==> config.mk <==
export PLATFORM = sky130hd
export DESIGN_NAME = cgra_cond_fetch
export DESIGN_NICKNAME = d
export VERILOG_FILES = /design/src/rtl/cgra_fetch_pkg.sv /design/src/rtl/cond_lut.sv /design/src/rtl/skip_stack.sv /design/src/rtl/cgra_cond_fetch.sv
export SDC_FILE = /design/constraint.sdc
export NUM_CORES = 1
export LEC_CHECK = 0
export BUFFER_PORTS_ARGS = -buffer_cell sky130_fd_sc_hd__buf_2
export CAP_MARGIN = 25
export CORE_MARGIN = 2
export CORE_UTILIZATION = 55
export DETAILED_ROUTE_END_ITERATION = 10
export HOLD_SLACK_MARGIN = 0.1
export PLACE_DENSITY = 0.72
export SETUP_SLACK_MARGIN = 0.2
export SLEW_MARGIN = 20
export SYNTH_ARGS = -nofsm -noshare
export SYNTH_HDL_FRONTEND = slang
export SYNTH_SLANG_ARGS = --single-unit
==> constraint.sdc <==
create_clock -name clk_i -period 10.15 [get_ports clk_i]
set_clock_uncertainty 0.05 [all_clocks]
set_input_delay 1.5225 -clock clk_i [delete_from_list [all_inputs] [get_ports clk_i]]
set_output_delay 1.5225 -clock clk_i [all_outputs]
set_load 0.02 [all_outputs]
==> src/rtl/cgra_fetch_pkg.sv <==
package cgra_fetch_pkg;
  typedef enum logic [1:0] {
    ST_IDLE = 2'd0,
    ST_RUN  = 2'd1,
    ST_WAIT = 2'd2
  } fetch_state_e;
endpackage

==> src/rtl/cond_lut.sv <==
module cond_lut #(
  parameter int ID_W = 2,
  parameter int K_W  = 4
) (
  input  logic            clk_i,
  input  logic            rst_ni,
  input  logic            we_i,
  input  logic [ID_W-1:0] wr_id_i,
  input  logic [K_W-1:0]  wr_k_i,
  input  logic [ID_W-1:0] rd_id_i,
  output logic [K_W-1:0]  rd_k_o,
  output logic            hit_o
);
  localparam int NENT = 1 << ID_W;

  logic [K_W-1:0]  k_q [NENT];
  logic [NENT-1:0] v_q;
  logic            byp;

  always_ff @(posedge clk_i or negedge rst_ni) begin
    if (!rst_ni) begin
      v_q <= '0;
      for (int i = 0; i < NENT; i++) k_q[i] <= '0;
    end else if (we_i) begin
      v_q[wr_id_i] <= 1'b1;
      k_q[wr_id_i] <= wr_k_i;
    end
  end

  // same-cycle write is visible to a predicate for the same conditional
  always_comb begin
    byp    = we_i && (wr_id_i == rd_id_i);
    hit_o  = byp || v_q[rd_id_i];
    rd_k_o = byp ? wr_k_i : k_q[rd_id_i];
  end


  stored_hit_chk: assert property (@(posedge clk_i) disable iff (!rst_ni)
    we_i |=> (hit_o || (rd_id_i != $past(wr_id_i))));
endmodule

==> src/rtl/skip_stack.sv <==
module skip_stack #(
  parameter int PW    = 8,
  parameter int DEPTH = 4
) (
  input  logic          clk_i,
  input  logic          rst_ni,
  input  logic          clr_i,
  input  logic [PW-1:0] probe_i,
  input  logic          adv_i,
  input  logic          push_i,
  input  logic [PW-1:0] push_end_i,
  input  logic [PW-1:0] push_res_i,
  output logic [PW-1:0] probe_o
);
  localparam int SPW = $clog2(DEPTH + 1);
  localparam int IW  = (DEPTH > 1) ? $clog2(DEPTH) : 1;

  logic [PW-1:0]  end_q [DEPTH];
  logic [PW-1:0]  res_q [DEPTH];
  logic [SPW-1:0] sp_q, sp_aft, npop;
  logic [IW-1:0]  ix;
  logic           go;

  // walk from the top while region ends coincide with the probed row
  always_comb begin
    probe_o = probe_i;
    npop    = '0;
    go      = 1'b1;
    ix      = '0;
    for (int j = 0; j < DEPTH; j++) begin
      if (go && (SPW'(j) < sp_q)) begin
        ix = IW'(sp_q - SPW'(j + 1));
        if (end_q[ix] == probe_o) begin
          probe_o = res_q[ix];
          npop    = npop + SPW'(1);
        end else begin
          go = 1'b0;
        end
      end
    end
    sp_aft = adv_i ? (sp_q - npop) : sp_q;
  end

  always_ff @(posedge clk_i or negedge rst_ni) begin
    if (!rst_ni) begin
      sp_q <= '0;
      for (int i = 0; i < DEPTH; i++) begin
        end_q[i] <= '0;
        res_q[i] <= '0;
      end
    end else if (clr_i) begin
      sp_q <= '0;
    end else if (push_i && (sp_aft < SPW'(DEPTH))) begin
      end_q[IW'(sp_aft)] <= push_end_i;
      res_q[IW'(sp_aft)] <= push_res_i;
      sp_q <= sp_aft + SPW'(1);
    end else begin
      sp_q <= sp_aft;
    end
  end


  no_overflow_chk: assert property (@(posedge clk_i) disable iff (!rst_ni)
    (push_i && !clr_i) |-> (sp_aft < SPW'(DEPTH)));
endmodule

==> src/rtl/cgra_cond_fetch.sv <==
module cgra_cond_fetch
  import cgra_fetch_pkg::*;
#(
  parameter int N_PE   = 4,
  parameter int SLOT_W = 8,
  parameter int ADDR_W = 6,
  parameter int ID_W   = 2,
  parameter int K_W    = 4,
  parameter int DEPTH  = 4,
  parameter int CNT_W  = 8,
  localparam int ROW_W = 1 + ID_W + K_W + N_PE * SLOT_W
) (
  input  logic              clk_i,
  input  logic              rst_ni,
  input  logic              start_i,
  input  logic [ADDR_W-1:0] loop_start_i,
  input  logic [ADDR_W-1:0] loop_end_i,
  input  logic [CNT_W-1:0]  trip_i,
  output logic [ADDR_W-1:0] pc_o,
  input  logic [ROW_W-1:0]  row_i,
  output logic [ROW_W-1:0]  row_o,
  output logic              issue_o,
  input  logic              pred_valid_i,
  input  logic [ID_W-1:0]   pred_id_i,
  input  logic              pred_val_i,
  output logic              busy_o,
  output logic              done_o,
  output logic              err_o
);
  localparam int PW = ((ADDR_W > K_W) ? ADDR_W : K_W) + 2;

  fetch_state_e      state_q;
  logic [ADDR_W-1:0] pc_q, ls_q, le_q;
  logic [CNT_W-1:0]  trip_q, iter_q;
  logic              done_q, err_q;

  logic              row_cmp, is_cmp, issuing, resolve, push, moving, wrap, last;
  logic [ID_W-1:0]   row_id;
  logic [K_W-1:0]    row_k, lut_k;
  logic              lut_hit;
  logic [PW-1:0]     stk_pc, base, k_eff, tgt, push_end, push_res;

  assign row_cmp = row_i[ROW_W-1];
  assign row_id  = row_i[ROW_W-2 -: ID_W];
  assign row_k   = row_i[ROW_W-2-ID_W -: K_W];

  assign issuing = (state_q == ST_RUN);
  assign is_cmp  = issuing && row_cmp;
  assign issue_o = issuing;
  assign row_o   = issuing ? row_i : '0;
  assign pc_o    = pc_q;
  assign busy_o  = (state_q != ST_IDLE);
  assign done_o  = done_q;
  assign err_o   = err_q;

  cond_lut #(.ID_W(ID_W), .K_W(K_W)) u_lut (
    .clk_i   (clk_i),
    .rst_ni  (rst_ni),
    .we_i    (is_cmp),
    .wr_id_i (row_id),
    .wr_k_i  (row_k),
    .rd_id_i (pred_id_i),
    .rd_k_o  (lut_k),
    .hit_o   (lut_hit)
  );

  skip_stack #(.PW(PW), .DEPTH(DEPTH)) u_stack (
    .clk_i      (clk_i),
    .rst_ni     (rst_ni),
    .clr_i      ((moving && wrap) || (state_q == ST_IDLE)),
    .probe_i    (PW'(pc_q) + PW'(1)),
    .adv_i      (issuing),
    .push_i     (push),
    .push_end_i (push_end),
    .push_res_i (push_res),
    .probe_o    (stk_pc)
  );

  always_comb begin
    resolve  = pred_valid_i && (is_cmp || (state_q == ST_WAIT));
    base     = (state_q == ST_WAIT) ? PW'(pc_q) : stk_pc;
    k_eff    = lut_hit ? PW'(lut_k) : '0;
    push     = resolve && pred_val_i && (k_eff != '0);
    push_end = base + k_eff;
    push_res = base + (k_eff << 1);
    tgt      = (resolve && !pred_val_i) ? (base + k_eff) : base;
    moving   = issuing || resolve;
    wrap     = tgt > PW'(le_q);
    last     = ({1'b0, iter_q} + (CNT_W+1)'(1)) >= {1'b0, trip_q};
  end

  always_ff @(posedge clk_i or negedge rst_ni) begin
    if (!rst_ni) begin
      state_q <= ST_IDLE;
      pc_q    <= '0;
      ls_q    <= '0;
      le_q    <= '0;
      trip_q  <= '0;
      iter_q  <= '0;
      done_q  <= 1'b0;
      err_q   <= 1'b0;
    end else begin
      done_q <= 1'b0;
      err_q  <= resolve && !lut_hit;
      if (state_q == ST_IDLE) begin
        if (start_i) begin
          state_q <= ST_RUN;
          pc_q    <= loop_start_i;
          ls_q    <= loop_start_i;
          le_q    <= loop_end_i;
          trip_q  <= trip_i;
          iter_q  <= '0;
        end
      end else if (moving) begin
        if (wrap && last) begin
          state_q <= ST_IDLE;
          done_q  <= 1'b1;
        end else begin
          state_q <= (is_cmp && !pred_valid_i) ? ST_WAIT : ST_RUN;
          if (wrap) begin
            pc_q   <= ls_q;
            iter_q <= iter_q + CNT_W'(1);
          end else begin
            pc_q <= tgt[ADDR_W-1:0];
          end
        end
      end
    end
  end


  stall_hold_chk: assert property (@(posedge clk_i) disable iff (!rst_ni)
    (busy_o && !issue_o && !pred_valid_i) |=> (!issue_o && $stable(pc_o)));


  done_idle_chk: assert property (@(posedge clk_i) disable iff (!rst_ni)
    done_o |-> !busy_o);


  err_src_chk: assert property (@(posedge clk_i) disable iff (!rst_ni)
    err_o |-> $past(pred_valid_i));
endmodule

==> results of run 1 <==
==> per-stage QoR <==
stage               setup slack [ps]  power (µW)  utilization (%)  area, µm²
floorplan                       2376        2544                -       9404
global placement               768.3        3070            60.40      10050
detailed placement             516.0        3105            60.49      10070
CTS                            469.1        3741            64.08      10660
global route                   185.8        4047            64.28      10700
finish                         788.1        3782            64.28      10700
==> state kept, by name, summed over array words and instances (netlist names), 2 cells and up <==
signal / flops
iter_q: 8
le_q: 6
ls_q: 6
pc_o: 6
state_q: 2
trip_q: 8
u_lut.k_q: 16
u_lut.v_q: 4
u_stack.end_q: 32
u_stack.res_q: 32
u_stack.sp_q: 3
==> how the worst min path moves through the flow <==
stage                               endpoint  slack, ps                startpoint
floorplan           u_lut.v_q[2]$_DFFE_PN0P_        380  u_lut.v_q[2]$_DFFE_PN0P_
finish              u_lut.v_q[2]$_DFFE_PN0P_        420  u_lut.v_q[2]$_DFFE_PN0P_
CTS                 u_lut.v_q[2]$_DFFE_PN0P_        420  u_lut.v_q[2]$_DFFE_PN0P_
global placement    u_lut.v_q[3]$_DFFE_PN0P_        390  u_lut.v_q[3]$_DFFE_PN0P_
global route        u_lut.v_q[3]$_DFFE_PN0P_        450  u_lut.v_q[3]$_DFFE_PN0P_
detailed placement  u_lut.v_q[2]$_DFFE_PN0P_        400  u_lut.v_q[2]$_DFFE_PN0P_
==> metal layers <==
layer	global-route usage (%)	share of wire [%]	up-vias
met5	0	0	-
met4	8.363	1.9	0
met3	5.631	5.8	35
met2	41.93	47	260
met1	38.06	45	3525
li1	-	-	3315
==> logic make-up (layout without fill, tap and decap cells) <==
group	Yosys count	count (layout)	share of synthesized area, %
and+or+nand+nor	227	227	13.16
muxes	195	195	28.57
AOI/OAI and AO/OA	125	125	8.981
DFF	125	125	33.26
buffers and inverters	80	194	4.510
xor gates and xnor gates	65	65	6.493
adders and majority gates	36	36	5.029
==> Yosys cell counts (8+ instances only) <==
cell	n	share of area (%)
dfrtp_1	125	33
mux2_2	75	9.0
nand2_1	54	2.2
mux2i_1	48	5.1
mux4_2	45	11
and2_1	44	2.9
nor2_1	35	1.4
inv_1	34	1.4
o21ai_0	34	1.8
ha_1	33	4.4
xor2_1	33	3.1
xnor2_1	29	2.7
a21oi_1	24	1.3
mux2_1	17	2.0
clkbuf_1	16	0.64
nor2b_1	15	1.0
nand3_1	14	0.75
nand2b_1	12	0.80
nor3_1	12	0.64
buf_2	10	0.53
buf_6	9	1.1
o211ai_1	9	0.72
a22o_1	8	0.75
a22oi_1	8	0.64
mux2_4	8	1.3
or3_1	8	0.53
==> timing repair <==
item                                    in CTS  in global routing
endpoints found under the setup margin       0                 71
setup buffers                                0                  1
gates resized for setup                      0                  3
hold buffers                                 0                  0
hold endpoints to repair                     0                  0
==> worst max-delay path, delay by kind of cell (launching register included) <==
family / cells / cell delay [ps]
AO/OA/AOI/OAI: 11 / 2550
XOR/XNOR: 3 / 780
adder cells (fa/ha/maj): 3 / 950
buffers and inverters: 5 / 1120
flip-flops: 1 / 730
multiplexers: 6 / 1620
AND/OR/NAND/NOR: 6 / 1410
==> area by class of cell <==
type                            count  area (µm²)
Fill cell                        1343        5944
Multi-Input combinational cell    648        5868
Sequential cell                   125        3136
Timing Repair Buffer              127       690.7
Clock buffer                       18       439.2
Tap cell                          220       275.3
Clock inverter                     14       157.7
Inverter                           35       131.4
==> power breakdown <==
part	internal, µW	switching, µW
Sequential	682	218
Clock	371	246
Combinational	980	1280
Total	2030	1750
==> flow_metrics.env, run 1 <==
export IMPL_cts_tree="yes"
export IMPL_drcViolationCount=0
export IMPL_portBuffers=114
export IMPL_synthFlopType="dfrtp_1"
export IMPL_grt_pass1_vias=6833
export IMPL_gp_congestion=0.9229
export IMPL_p_leak_uw=0.004969
export IMPL_die_h_um=134.8
export IMPL_powerDensity_nw_per_um2=353.5
export IMPL_path_clk_slew_ps=60
export IMPL_ant_nets=0
export IMPL_reg2reg_depth=34
export IMPL_pin_count=115
export IMPL_dpl_hpwl_um=17110
export IMPL_place_inst=1154
export IMPL_cts_root_buf="clkbuf_16"
export IMPL_grt_max_degree=71
export IMPL_setup_tns_ps=0
export IMPL_synth_cells=853
export IMPL_synth_edf_count=0
export IMPL_die_area_um2=18160
export IMPL_die_w_um=134.8
export IMPL_crit_slowest_cell="dfrtp_4"
export IMPL_post_route_cells_drive_above_1_share_pct=32.26
export IMPL_num_vias=7135
export IMPL_r2r_start="u_stack.sp_q[0]$_DFF_PN0_"
export IMPL_cp_arrival_ps=9620
export IMPL_synthesis_area_um2=9404
export IMPL_crit_type="reg -> reg"
export IMPL_avgSynthCellArea_um2=11.02
export IMPL_seq_area_frac_synth_pct=33.26
export IMPL_antenna_found_initial=0
export IMPL_setup_violations_final=0
export IMPL_max_freq_mhz=106.8
export IMPL_worst_r2r_setup_slack_ps=790
export IMPL_peakVddDrop_mv=0.1906
export IMPL_grt_pass1_wl_um=37780
export IMPL_cts_inserted_buffers=17
export IMPL_track_usage_pct=26.94
export IMPL_diodes=0
export IMPL_cp_start_kind="flop"
export IMPL_max_slew_margin_pct=38.37
export IMPL_crit_path_end_kind="flop"
export IMPL_ys_seq_elements=125
export IMPL_wl_per_cell_um=19.76
export IMPL_cts_sinks=125
export IMPL_fin_nets=1056
export IMPL_cap_violations=0
export IMPL_cp_endpoint="u_stack.res_q[1]$_DFFE_PN0P_"
export IMPL_startpoint="u_stack.sp_q[0]$_DFF_PN0_"
export IMPL_drt_initial_drc_count=564
export IMPL_cts_buffer_depth=2
export IMPL_final_common_cell="dfrtp_1"
export IMPL_final_cells=1187
export IMPL_crit_path_max_incr_delay_ps=730
export IMPL_initial_core_util_pct=56.51
export IMPL_status="completed"
export IMPL_syn_num_nets=955
export IMPL_rows=47
export IMPL_synth_cell_types=75
export IMPL_grt_ovfl_total=0
export IMPL_cts_htree_levels=4
export IMPL_rsz0062_at_grt="false"
export IMPL_insertion_delay_ps=430
export IMPL_worstMarginPinSlew_ps=914.9
export IMPL_drt_wl_total_um=23450
export IMPL_coreArea_um2=16640
export IMPL_avgViaCountPerCell=6.011
export IMPL_slew_viol_final=0
export IMPL_synth_async_sr_flop_share_pct=100.0
export IMPL_finalHoldViolations=0
export IMPL_r2r_end="u_stack.res_q[1]$_DFFE_PN0P_"
export IMPL_whs_path_depth=1
export IMPL_yosysWarnings=0
export IMPL_holdWs_ps=418.3
export IMPL_critPathMaxFanout=25
export IMPL_post_route_min_period_ps=9362
export IMPL_min_delay_path_class="reg -> reg"
export IMPL_cp_required_ps=10410
export IMPL_timing_final_crit_share_pct=92.24
export IMPL_area_growth_pct=13.76
export IMPL_most_common_layout_cells="dfrtp_1 (123), buf_2 (113), mux2_2 (75)"
export IMPL_first_pass_iters=5
No activity file was read; power rests on OpenSTA's default activity.
==> run 2: changes to the inputs <==
GPL_TIMING_DRIVEN = 0   (was default)
==> flow_metrics.env, run 2 (synthesized netlist as in run 1, its figures left out) <==
export IMPL_holdCritStartpoint="u_lut.v_q[1]$_DFFE_PN0P_"
export IMPL_diodes=0
export IMPL_grt_pass1_wl_um=40700
export IMPL_crit_slowest_cell="nor4_4"
export IMPL_p_leak_uw=0.005063
export IMPL_drt_initial_drc_count=481
export IMPL_most_common_layout_cells="dfrtp_1 (125), buf_2 (121), mux2_2 (75)"
export IMPL_portBuffers=112
export IMPL_antenna_found_initial=0
export IMPL_cts_buffer_depth=2
export IMPL_cts_inserted_buffers=17
export IMPL_pin_count=115
export IMPL_setup_violations_final=0
export IMPL_whs_path_depth=1
export IMPL_drt_wl_total_um=25300
export IMPL_r2r_end="u_stack.end_q[0]$_DFFE_PN0P_"
export IMPL_dpl_hpwl_um=19100
export IMPL_r2r_start="u_stack.sp_q[1]$_DFF_PN0_"
export IMPL_grt_pass1_vias=7458
export IMPL_cp_required_ps=10390
export IMPL_crit_family="compound AO/OA/AOI/OAI gates"
export IMPL_path_clk_slew_ps=60
export IMPL_postCtsSetupBuffers=0
export IMPL_max_freq_mhz=106.3
export IMPL_multiInputGateArea_um2=5871
export IMPL_cts_htree_levels=4
export IMPL_hold_path_end="u_lut.v_q[1]$_DFFE_PN0P_"
export IMPL_gp_congestion=0.9533
export IMPL_first_pass_iters=5
export IMPL_crit_type="reg -> reg"
export IMPL_worstMarginPinSlew_ps=828.9
export IMPL_initial_core_util_pct=56.51
export IMPL_avgViaCountPerCell=5.982
export IMPL_post_route_cells_drive_above_1_share_pct=31.96
export IMPL_critPathBufInv=6
export IMPL_cts_sinks=125
export IMPL_fin_nets=1087
export IMPL_holdWs_ps=412.6
export IMPL_post_route_min_period_ps=9409
export IMPL_critPathMaxFanout=10
export IMPL_grt_ovfl_total=0
export IMPL_finalHoldViolations=0
export IMPL_final_common_cell="dfrtp_1"
export IMPL_grt_max_degree=99
export IMPL_dpl_cell_area_um2=10280
export IMPL_worst_r2r_setup_slack_ps=740
export IMPL_drcViolationCount=0
export IMPL_ant_nets=0
export IMPL_die_area_um2=18160
export IMPL_rows=47
export IMPL_cap_violations=0
export IMPL_crit_path_end_kind="flop"
export IMPL_cts_root_buf="clkbuf_16"
export IMPL_timing_final_crit_share_pct=92.70
export IMPL_num_vias=7286
export IMPL_powerDensity_nw_per_um2=352.4
export IMPL_setup_tns_ps=0
export IMPL_slew_viol_final=0
export IMPL_cts_tree="yes"
export IMPL_reg2reg_depth=35
export IMPL_wl_per_cell_um=20.77
export IMPL_cp_arrival_ps=9650
export IMPL_area_growth_pct=15.43
export IMPL_seqCellArea_um2=3128
export IMPL_status="completed"
export IMPL_reg_largest_list="u_stack.end_q x32, u_stack.res_q x32, u_lut.k_q x16"
export IMPL_crit_path_max_incr_delay_ps=540
export IMPL_nFillCells=1327
export IMPL_fin_util_pct=65.23
export IMPL_track_usage_pct=29.18
export IMPL_final_area_um2=10860
export IMPL_cp_start_kind="flop"
export IMPL_die_w_um=134.8
export IMPL_coreArea_um2=16640
export IMPL_min_delay_path_class="reg -> reg"
export IMPL_insertion_delay_ps=420
export IMPL_max_slew_margin_pct=44.74
export IMPL_rsz0062_at_grt="false"
export IMPL_peakVddDrop_mv=0.2104
export IMPL_die_h_um=134.8
## run 2: cell count changes in the layout (fill, tap and decap cells not counted), sizes merged
cell | previous run | this run
bufinv | 2 | 1
clkbuf | 18 | 37
buf | 127 | 141
inv | 39 | 38
clkinvlp | 5 | 3
clkinv | 3 | 5
## run 2: per-layer routing
metal / routed length (µm) / GRT usage [%]
met5: 0 / 0
met4: 833 / 10.99
met2: 12030 / 46.98
met3: 1514 / 5.706
met1: 10920 / 39.31
## run 2: worst max-delay path by stage
stage	startpoint	slack, ps	depth (start not counted)	end
floorplan	pc_o[0]$_DFFE_PN0P_	2380	35	u_stack.end_q[22]$_DFFE_PN0P_
global placement	u_stack.sp_q[1]$_DFF_PN0_	580	35	u_stack.end_q[0]$_DFFE_PN0P_
detailed placement	u_stack.sp_q[1]$_DFF_PN0_	450	35	u_stack.end_q[0]$_DFFE_PN0P_
CTS	pc_o[0]$_DFFE_PN0P_	380	36	u_stack.end_q[0]$_DFFE_PN0P_
global route	u_stack.sp_q[1]$_DFF_PN0_	230	35	u_stack.res_q[29]$_DFFE_PN0P_
finish	u_stack.sp_q[1]$_DFF_PN0_	740	35	u_stack.end_q[0]$_DFFE_PN0P_
## run 2: cell type report
cell class | count | area share (%)
Buffer | 45 | 2.709
Clock buffer | 20 | 4.115
Clock inverter | 12 | 1.026
Inverter | 35 | 1.210
Multi-Input combinational cell | 648 | 54.08
Sequential cell | 125 | 28.82
Tap cell | 220 | 2.536
Timing Repair Buffer | 113 | 5.509
## run 2: power breakdown
part | internal (µW) | switching, µW
combinational | 1010 | 1380
sequential | 680 | 170
clock | 344 | 239
total | 2040 | 1790
## run 2: per-stage QoR
step | instances | power [µW] | worst slack, ps
after CTS | 1218 | 3793 | 381.9
after global placement | 1185 | 3152 | 578.4
after floorplan | 853 | 2544 | 2376
after detailed placement | 1186 | 3193 | 450.2
final | 1218 | 3825 | 741.3
after global routing | 1218 | 4080 | 234.2
## run 2: what timing repair did
action	CTS	global route
gates resized for setup	0	5
hold buffers	0	0
endpoints found under the setup margin	0	83
==> run 3: changes to the inputs <==
CORE_UTILIZATION = 40   (was 55)
PLACE_DENSITY = 0.54   (was 0.72)
==> flow_metrics.env, run 3 (synthesized netlist as in run 1, its figures left out) <==
export IMPL_seqCellArea_um2=3128
export IMPL_cp_arrival_ps=9520
export IMPL_crit_path_max_incr_delay_ps=520
export IMPL_nFillCells=2225
export IMPL_die_h_um=157.3
export IMPL_reg2reg_depth=36
export IMPL_crit_path_end_kind="flop"
export IMPL_cap_violations=0
export IMPL_die_w_um=157.3
export IMPL_cts_tree="yes"
export IMPL_final_cells=1317
export IMPL_cp_required_ps=10400
export IMPL_gp_congestion=0.9297
export IMPL_path_clk_slew_ps=60
export IMPL_rsz0062_at_grt="false"
export IMPL_setup_tns_ps=0
export IMPL_die_area_um2=24750
export IMPL_portBuffers=112
export IMPL_min_delay_path_class="reg -> reg"
export IMPL_first_pass_iters=5
export IMPL_drcViolationCount=0
export IMPL_fin_util_pct=47.49
export IMPL_wl_per_cell_um=20.60
export IMPL_crit_slowest_cell="dfrtp_1"
export IMPL_grt_pass1_wl_um=42710
export IMPL_cts_inserted_buffers=17
export IMPL_dpl_hpwl_um=20440
export IMPL_drt_wl_total_um=27130
export IMPL_critPathMaxFanout=10
export IMPL_area_growth_pct=17.48
export IMPL_coreArea_um2=23260
export IMPL_pin_count=115
export IMPL_diodes=0
export IMPL_status="completed"
export IMPL_crit_type="reg -> reg"
export IMPL_place_inst=1285
export IMPL_rows=56
export IMPL_grt_max_degree=75
export IMPL_max_slew_margin_pct=39.98
export IMPL_cts_htree_levels=4
export IMPL_post_route_cells_drive_above_1_share_pct=32.36
export IMPL_reg_largest_list="u_stack.end_q x32, u_stack.res_q x32, u_lut.k_q x16"
export IMPL_holdBufCountCts=0
export IMPL_most_common_layout_cells="dfrtp_1 (125), buf_2 (121), mux2_2 (75)"
export IMPL_insertion_delay_ps=430
export IMPL_max_freq_mhz=107.9
export IMPL_drt_initial_drc_count=498
export IMPL_multiInputGateArea_um2=5877
export IMPL_cp_start_kind="flop"
export IMPL_timing_final_crit_share_pct=91.32
export IMPL_initial_core_util_pct=40.43
export IMPL_num_vias=7207
export IMPL_setup_violations_final=0
export IMPL_grt_pass1_vias=7280
export IMPL_dpl_cell_area_um2=10400
export IMPL_p_leak_uw=0.005095
export IMPL_cts_buffer_depth=2
export IMPL_peakVddDrop_mv=0.1523
export IMPL_slew_viol_final=0
export IMPL_whs_path_depth=1
export IMPL_final_area_um2=11050
export IMPL_avgViaCountPerCell=5.472
export IMPL_ant_nets=0
export IMPL_grt_ovfl_total=0
export IMPL_post_route_min_period_ps=9269
export IMPL_final_common_cell="dfrtp_1"
export IMPL_cts_root_buf="clkbuf_16"
export IMPL_worstMarginPinSlew_ps=900.3
export IMPL_track_usage_pct=23.00
export IMPL_cts_sinks=125
export IMPL_powerDensity_nw_per_um2=353.1
export IMPL_finalHoldViolations=0
export IMPL_fin_nets=1087
export IMPL_antenna_found_initial=0
run 3: layout make-up:
class / count / area share (%)
timing repair buffer: 113 / 5.413
clock inverter: 14 / 1.653
tap: 319 / 3.613
sequential: 125 / 28.31
buffer: 45 / 2.741
clock buffer: 18 / 3.884
inverter: 35 / 1.189
multi-input combinational: 648 / 53.19
run 3: final timing paths:
| check | from | end | slack [ps] |
|---|---|---|---|
| setup / recovery | u_stack.sp_q[1]$_DFF_PN0_ | u_stack.res_q[29]$_DFFE_PN0P_ | 880 |
| hold reg to reg | u_lut.v_q[2]$_DFFE_PN0P_ | u_lut.v_q[2]$_DFFE_PN0P_ | 410 |
| setup reg to reg | u_stack.sp_q[1]$_DFF_PN0_ | u_stack.res_q[29]$_DFFE_PN0P_ | 880 |
| max in group asynchronous | rst_ni | u_stack.res_q[9]$_DFFE_PN0P_ | 8350 |
| min in group asynchronous | rst_ni | u_stack.end_q[2]$_DFFE_PN0P_ | 950 |
| hold / removal | u_lut.v_q[2]$_DFFE_PN0P_ | u_lut.v_q[2]$_DFFE_PN0P_ | 410 |
run 3: what timing repair did:
| action | in CTS | in global routing |
|---|---|---|
| setup buffers | 0 | 0 |
| endpoints found under the setup margin | 28 | 84 |
| gates resized for setup | 2 | 8 |
run 3: power by group:
part	switching, µW	internal (µW)	total (µW)
clock network	255	391	646
registers	167	680	847
logic	1390	1010	2410
total	1820	2080	3900
run 3: metal layers:
layer / global-route usage [%] / vias up / wire length (µm)
met3: 3.910 / 42 / 1288
met2: 37.45 / 189 / 12900
met1: 31.08 / 3603 / 12190
met5: 0 / - / 0
met4: 7.662 / 0 / 748
li1: - / 3373 / -
run 3: stage by stage:
stage | hold WS (ps) | worst slack [ps] | power [µW]
after CTS | 414.7 | 233.1 | 3896
after detailed placement | 402.9 | 52.10 | 3229
after floorplan | 378.7 | 2376 | 2544
after global routing | 434.7 | 223.5 | 4202
final | 410.9 | 881.4 | 3901
after global placement | 394.2 | 30.49 | 3213
run 3: worst max-delay path, delay by kind of cell (launching register included):
family,cells,cell delay [ps]
adders and majority gates,3,930
buffers and inverters,7,1490
muxes,5,1470
DFF,1,520
xor gates and xnor gates,2,550
AOI/OAI and AO/OA,13,2620
and+or+nand+nor,6,1490
